==> config.mk <==
export PLATFORM = sky130hd
export DESIGN_NAME = phy_reg_access
export DESIGN_NICKNAME = d
export VERILOG_FILES = /design/src/rtl/phy_acc_pkg.sv /design/src/rtl/phy_acc_fsm.sv /design/src/rtl/phy_acc_regs.sv /design/src/rtl/phy_acc_irq.sv /design/src/rtl/phy_reg_access.sv
export SDC_FILE = /design/constraint.sdc
export NUM_CORES = 1
export LEC_CHECK = 0
export ABC_AREA = 0
export BUFFER_PORTS_ARGS = -buffer_cell sky130_fd_sc_hd__buf_2
export CAP_MARGIN = 20
export CORE_MARGIN = 4
export CORE_UTILIZATION = 42
export CTS_CLUSTER_DIAMETER = 120
export DETAILED_ROUTE_END_ITERATION = 12
export GPL_TIMING_DRIVEN = 0
export PLACE_DENSITY = 0.78
export SYNTH_ARGS = -nofsm -noshare
export SYNTH_HDL_FRONTEND = slang
export SYNTH_SLANG_ARGS = --single-unit
export TNS_END_PERCENT = 1
==> constraint.sdc <==
create_clock -name clk -period 1.51 [get_ports clk]
set_clock_uncertainty 0.05 [all_clocks]
set_input_delay 0.302 -clock clk [delete_from_list [all_inputs] [get_ports clk]]
set_output_delay 0.302 -clock clk [all_outputs]
set_load 0.03 [all_outputs]
==> src/rtl/phy_acc_pkg.sv <==
package phy_acc_pkg;
    localparam int CMD_W     = 32;
    localparam int PA_W      = 4;
    localparam int PD_W      = 8;
    localparam int RD_BIT    = 31;
    localparam int WR_BIT    = 30;
    localparam int ERR_BIT   = 29;
    localparam int TADDR_LSB = 24;
    localparam int TDATA_LSB = 16;
    localparam int RADDR_LSB = 8;
    localparam int RDATA_LSB = 0;

    typedef enum logic [1:0] {
        ST_IDLE = 2'd0,
        ST_SEND = 2'd1,
        ST_WAIT = 2'd2
    } acc_state_t;
endpackage

==> src/rtl/phy_acc_fsm.sv <==
module phy_acc_fsm
    import phy_acc_pkg::*;
(
    input  logic            clk,
    input  logic            rst_n,
    input  logic            host_go,
    input  logic            host_is_wr,
    input  logic [PA_W-1:0] host_addr,
    input  logic [PD_W-1:0] host_data,
    input  logic            selfid_done,
    input  logic            req_ready,
    input  logic            rsp_valid,
    output acc_state_t      state,
    output logic            req_valid,
    output logic            req_is_write,
    output logic [PA_W-1:0] req_addr,
    output logic [PD_W-1:0] req_data,
    output logic            rsp_take
);
    acc_state_t      state_q, state_d;
    logic            auto_pend_q;
    logic            auto_take;
    logic            load_host;
    logic            cur_wr_q;
    logic [PA_W-1:0] cur_addr_q;
    logic [PD_W-1:0] cur_data_q;

    // next-state logic
    always_comb begin
        state_d   = state_q;
        load_host = 1'b0;
        auto_take = 1'b0;
        unique case (state_q)
            ST_IDLE: begin
                if (host_go) begin
                    load_host = 1'b1;
                    state_d   = ST_SEND;
                end else if (auto_pend_q) begin
                    auto_take = 1'b1;
                    state_d   = ST_SEND;
                end
            end
            ST_SEND: if (req_ready) state_d = cur_wr_q ? ST_IDLE : ST_WAIT;
            ST_WAIT: if (rsp_valid) state_d = ST_IDLE;
            default: state_d = ST_IDLE;
        endcase
    end

    // state register
    always_ff @(posedge clk) begin
        if (!rst_n) state_q <= ST_IDLE;
        else        state_q <= state_d;
    end

    // captured request and queued automatic read
    always_ff @(posedge clk) begin
        if (!rst_n) begin
            cur_wr_q    <= 1'b0;
            cur_addr_q  <= '0;
            cur_data_q  <= '0;
            auto_pend_q <= 1'b0;
        end else begin
            if (load_host) begin
                cur_wr_q   <= host_is_wr;
                cur_addr_q <= host_addr;
                cur_data_q <= host_data;
            end else if (auto_take) begin
                cur_wr_q   <= 1'b0;
                cur_addr_q <= '0;
                cur_data_q <= '0;
            end
            if (selfid_done)    auto_pend_q <= 1'b1;
            else if (auto_take) auto_pend_q <= 1'b0;
        end
    end

    // outputs
    always_comb begin
        state        = state_q;
        req_valid    = (state_q == ST_SEND);
        req_is_write = cur_wr_q;
        req_addr     = cur_addr_q;
        req_data     = cur_data_q;
        rsp_take     = (state_q == ST_WAIT) && rsp_valid;
    end

    p_hold_stall_r9: assert property (@(posedge clk) disable iff (!rst_n)
        req_valid && !req_ready |=> req_valid && $stable(req_addr)
                                    && $stable(req_is_write) && $stable(req_data));
    p_auto_reg0_r8: assert property (@(posedge clk) disable iff (!rst_n)
        auto_take |=> req_valid && (req_addr == '0) && !req_is_write);
    p_drop_after_accept_r2: assert property (@(posedge clk) disable iff (!rst_n)
        req_valid && req_ready |=> !req_valid);
endmodule

==> src/rtl/phy_acc_regs.sv <==
module phy_acc_regs
    import phy_acc_pkg::*;
(
    input  logic             clk,
    input  logic             rst_n,
    input  logic             host_wr,
    input  logic [CMD_W-1:0] host_wdata,
    input  acc_state_t       state,
    input  logic             req_is_write,
    input  logic             rsp_take,
    input  logic [PA_W-1:0]  rsp_addr,
    input  logic [PD_W-1:0]  rsp_data,
    output logic [CMD_W-1:0] host_rdata,
    output logic             host_go,
    output logic             host_is_wr,
    output logic [PA_W-1:0]  host_addr,
    output logic [PD_W-1:0]  host_data
);
    logic            idle, has_cmd, drop;
    logic [PA_W-1:0] taddr_q, raddr_q;
    logic [PD_W-1:0] tdata_q, rdata_q;
    logic            err_q;
    logic            unused_bits;

    assign idle       = (state == ST_IDLE);
    assign has_cmd    = host_wdata[RD_BIT] | host_wdata[WR_BIT];
    assign host_go    = host_wr && idle && has_cmd;
    assign drop       = host_wr && !idle && has_cmd;
    assign host_is_wr = !host_wdata[RD_BIT];
    assign host_addr  = host_wdata[TADDR_LSB +: PA_W];
    assign host_data  = host_wdata[TDATA_LSB +: PD_W];
    assign unused_bits = ^{host_wdata[28], host_wdata[15:0]};

    always_ff @(posedge clk) begin
        if (!rst_n) begin
            taddr_q <= '0;
            tdata_q <= '0;
            raddr_q <= '0;
            rdata_q <= '0;
            err_q   <= 1'b0;
        end else begin
            if (host_wr && idle) begin
                taddr_q <= host_addr;
                tdata_q <= host_data;
            end
            if (drop)
                err_q <= 1'b1;
            else if (host_wr && idle && host_wdata[ERR_BIT])
                err_q <= 1'b0;
            if (rsp_take) begin
                raddr_q <= rsp_addr;
                rdata_q <= rsp_data;
            end
        end
    end

    always_comb begin
        host_rdata                         = '0;
        host_rdata[RD_BIT]                 = (state == ST_SEND) && !req_is_write;
        host_rdata[WR_BIT]                 = (state == ST_SEND) && req_is_write;
        host_rdata[ERR_BIT]                = err_q;
        host_rdata[TADDR_LSB +: PA_W]      = taddr_q;
        host_rdata[TDATA_LSB +: PD_W]      = tdata_q;
        host_rdata[RADDR_LSB +: PA_W]      = raddr_q;
        host_rdata[RDATA_LSB +: PD_W]      = rdata_q;
    end

    p_drop_err_r7: assert property (@(posedge clk) disable iff (!rst_n)
        drop |=> host_rdata[ERR_BIT]);
    p_drop_keeps_field_r7: assert property (@(posedge clk) disable iff (!rst_n)
        drop |=> $stable(host_rdata[TADDR_LSB +: PA_W]));
endmodule

==> src/rtl/phy_acc_irq.sv <==
module phy_acc_irq (
    input  logic clk,
    input  logic rst_n,
    input  logic rsp_take,
    input  logic stat_clr,
    input  logic irq_en,
    output logic rx_stat,
    output logic irq
);
    logic stat_q;

    always_ff @(posedge clk) begin
        if (!rst_n)        stat_q <= 1'b0;
        else if (rsp_take) stat_q <= 1'b1;
        else if (stat_clr) stat_q <= 1'b0;
    end

    assign rx_stat = stat_q;
    assign irq     = stat_q & irq_en;

    p_stat_set_r5: assert property (@(posedge clk) disable iff (!rst_n)
        rsp_take |=> rx_stat);
    p_stat_hold_r5: assert property (@(posedge clk) disable iff (!rst_n)
        rx_stat && !stat_clr |=> rx_stat);
endmodule

==> src/rtl/phy_reg_access.sv <==
module phy_reg_access
    import phy_acc_pkg::*;
(
    input  logic        clk,
    input  logic        rst_n,
    input  logic        host_wr,
    input  logic [31:0] host_wdata,
    output logic [31:0] host_rdata,
    input  logic        rx_stat_clr,
    input  logic        rx_irq_en,
    output logic        rx_stat,
    output logic        irq,
    input  logic        selfid_done,
    output logic        req_valid,
    input  logic        req_ready,
    output logic        req_is_write,
    output logic [3:0]  req_addr,
    output logic [7:0]  req_data,
    input  logic        rsp_valid,
    input  logic [3:0]  rsp_addr,
    input  logic [7:0]  rsp_data
);
    acc_state_t      state;
    logic            host_go, host_is_wr, rsp_take;
    logic [PA_W-1:0] host_addr;
    logic [PD_W-1:0] host_data;

    phy_acc_regs u_regs (
        .clk(clk), .rst_n(rst_n), .host_wr(host_wr), .host_wdata(host_wdata),
        .state(state), .req_is_write(req_is_write), .rsp_take(rsp_take),
        .rsp_addr(rsp_addr), .rsp_data(rsp_data), .host_rdata(host_rdata),
        .host_go(host_go), .host_is_wr(host_is_wr), .host_addr(host_addr),
        .host_data(host_data)
    );

    phy_acc_fsm u_fsm (
        .clk(clk), .rst_n(rst_n), .host_go(host_go), .host_is_wr(host_is_wr),
        .host_addr(host_addr), .host_data(host_data), .selfid_done(selfid_done),
        .req_ready(req_ready), .rsp_valid(rsp_valid), .state(state),
        .req_valid(req_valid), .req_is_write(req_is_write), .req_addr(req_addr),
        .req_data(req_data), .rsp_take(rsp_take)
    );

    phy_acc_irq u_irq (
        .clk(clk), .rst_n(rst_n), .rsp_take(rsp_take), .stat_clr(rx_stat_clr),
        .irq_en(rx_irq_en), .rx_stat(rx_stat), .irq(irq)
    );

    p_read_prio_r6: assert property (@(posedge clk) disable iff (!rst_n)
        host_wr && !req_valid && (state == ST_IDLE) && host_wdata[31] && host_wdata[30]
        |=> req_valid && !req_is_write);
endmodule

==> run_results.csv <==
group,metric,value,unit
grt,grt_antenna_before_repair,0,
clocking,postCtsHoldBufs,0,
final_layout,diodes,0,
drt,viasPerCell,4.79,
grt,grt_max_degree,13,
drt,drt_iter0_markers,25,
worst_setup_path,critical_path_class,"flop to output port",
clocking,clk_path_buf_depth,2,
clocking,cts_buffers,5,
worst_setup_path,crit_buf_inv,2,
yosys,ys_seq_area_share,51.4,%
final_layout,nNetsFinal,315,
yosys,synth-seq-cells,42,
timing,fin_ws,-69.6,ps
job,max-cap-violations,0,
final_layout,drive_gt1_share,43.6,%
yosys,postSynthCellCount,173,
worst_setup_path,crit_arrival,1230,ps
status,status,"finished with violations",
worst_setup_path,cpMaxStageDelayCell,"dfxtp_4",
final_layout,fin_util,60.2,%
floorplan,std_cell_rows,22,
clocking,clk_pin_slew_worst_paths,80,ps
clocking,cts_tree,"built",
grt,grt_pass1_vias,1476,
placement,dpl.cell_count,302,
final_layout,fillers,354,
drt,dr.pass1.iters,4,
final_layout,final_cell_mix,"78 x buf_2, 48 x nand2_1, 40 x dfxtp_1",
floorplan,core-area,3720,um2
grt,grt_pass1_wl,6600,um
power_and_ir_drop,power,2430,uW
yosys,syn_area_per_cell,9.45,um2
drt,routed_wl,3930,um
grt,grt.busiest_layer,"met2",
clocking,clkLatencyLatePin,290,ps
timing,final_hold_viol_count,0,
timing,max_freq,633,MHz
final_layout,stdcell_count,312,
worst_setup_path,slowest_delay,350,ps
drt,wl_per_cell,12.6,um
yosys,synth_area,1640,um2
status,violations,"negative setup slack",
power_and_ir_drop,power.leakage,0.00110,uW
clocking,cts.sinks,42,
clocking,clockRootBuffer,"clkbuf_8",
worst_setup_path,worstPathCellList,"or2b_1 > inv_2 > and2_4 > buf_6",
grt,use_met3,6.04,%
grt,globalRouteMet1Util,20.0,%
worst_setup_path,critPathLaunchType,"flop",
timing,min_period,1580,ps
timing,finalSetupViolCount,3,
timing,rsz0062_at_grt,"true",
clocking,cts_max_level,2,
drt,route.detailed.drc,0,
floorplan,start_util,44.0,%
yosys,synthDistinctLibCells,27,
drt,via_count,1493,
worst_setup_path,required,1160,ps
power_and_ir_drop,power-per-cell-area,1090,nW/um2
placement,dp_hpwl,2860,um
drt,drtAntennaViolNets,0,
final_layout,areaGrowthSynthToFinish,36.7,%
floorplan,die_x,70.4,um
worst_setup_path,cp_max_fo,3,
power_and_ir_drop,ir_drop,0.000727,V
worst_setup_path,endpoint_kind,"output port",
grt,grt_usage,16.6,%
final_layout,layout_commonest_cell,"buf_2",
timing,finalCritPeriodShare,105,%
timing,slew_viol_final,0,
worst_setup_path,cp_top_family,"simple AND/OR/NAND/NOR gates",
grt,use_met2,26.9,%
floorplan,die_area,4960,um2
grt,grt_overflow_total,0,
placement,portBuffers,77,
placement,place_congestion,0.753,
floorplan,pin_count,100,
hold_path,min_path_type,"input pin to flop",
placement,place_ws,-86.9,ps
yosys,ys_warn_count,0,
floorplan,chipHeight,70.4,um
-- routing by layer --
metal  wire (um)  vias to the layer above  part of all wire (%)
met4          68                        0                   1.7
met3         445                       10                    11
met2        1770                       71                    45
met5           0                        -                     0
met1        1650                      652                    42
li1            -                      760                     -
-- worst reg2reg max path, stage by stage (launching register included) --
cell and delay (ps):
dfxtp_4 340, buf_4 150, or3b_4 430, nor2_4 150
buf_6 160, a32o_2 130
-- worst paths after layout --
path	startpoint	endpoint	slack, ps	cells after the start
worst max-delay path	u_fsm.state[0]	host_rdata[30]	-70	4
worst min-delay path	host_wdata[21]	u_fsm.req_data[5]	180	2
worst max register to register	u_fsm.state[0]	u_fsm.req_data[6]	30	5
worst min register to register	u_regs.tdata_q[5]	u_regs.tdata_q[5]	410	2
-- sequential cells by signal (all words and copies together), names as in the netlist --
register and count:
u_fsm.req_data 8, u_regs.rdata_q 8, u_regs.tdata_q 8, u_fsm.req_addr 4, u_regs.raddr_q 4, u_regs.taddr_q 4
u_fsm.state 2, u_fsm.auto_pend_q 1, u_fsm.req_is_write 1, u_irq.rx_stat 1, u_regs.err_q 1
-- report_power, final --
| part | internal (uW) | switching [uW] |
|---|---|---|
| Combinational | 180 | 305 |
| Sequential | 1170 | 30.3 |
| Clock | 369 | 377 |
-- cell usage after synthesis --
cell / number / area, um2
nand2_1: 48 / 180
dfxtp_1: 42 / 841
a21boi_0: 25 / 188
a32o_2: 9 / 101
buf_4: 6 / 45.0
buf_2: 5 / 25.0
a32o_1: 4 / 40.0
clkbuf_1: 4 / 15.0
nor2_1: 3 / 11.3
o21a_1: 3 / 22.5
o21ai_0: 3 / 15.0
a21boi_1: 2 / 15.0
and2_1: 2 / 12.5
inv_1: 2 / 7.51
nand2b_1: 2 / 12.5
nor3b_1: 2 / 15.0
a21oi_1: 1 / 5.00
and3b_1: 1 / 8.76
buf_6: 1 / 11.3
conb_1: 1 / 3.75
nand3b_1: 1 / 7.51
nor2_4: 1 / 11.3
nor3_1: 1 / 5.00
nor3b_2: 1 / 12.5
o21ai_1: 1 / 5.00
or2b_1: 1 / 7.51
or3b_4: 1 / 11.3
-- metrics by stage --
step                cell area, um2  hold WS, ps  TNS [ps]
floorplan                     1650          378         0
global placement              2100          392      -635
detailed placement            2100          400      -746
CTS                           2220          174      -111
global route                  2240          171      -264
finish                        2240          178      -102
-- logic make-up (layout without fill, tap and decap cells) --
| family | Yosys count | count (layout) | synth area share [%] |
|---|---|---|---|
| AND/OR/NAND/NOR | 64 | 64 | 18.1 |
| flip-flops | 42 | 42 | 51.4 |
| AO/OA/AOI/OAI | 48 | 48 | 23.9 |
| buffers and inverters | 18 | 105 | 6.35 |
| other | 1 | 5 | 0.229 |
-- area by class of cell --
type	count	area, um2	area share (%)
sequential	42	848	37.9
multi-input combinational	117	718	32.1
timing repair buffer	79	409	18.3
buffer	16	101	4.53
clock buffer	7	86.3	3.86
tap	48	60.1	2.69
inverter	2	7.51	0.336
clock inverter	1	5.00	0.224
-- repair_timing --
item	in CTS	in global routing
resized for setup	8	6
buffers inserted	2	0
pin swaps	0	1
endpoints found under the setup margin	3	23
gates cloned	0	0
hold endpoints to repair	0	0
No activity file was read; power rests on OpenSTA's default activity.
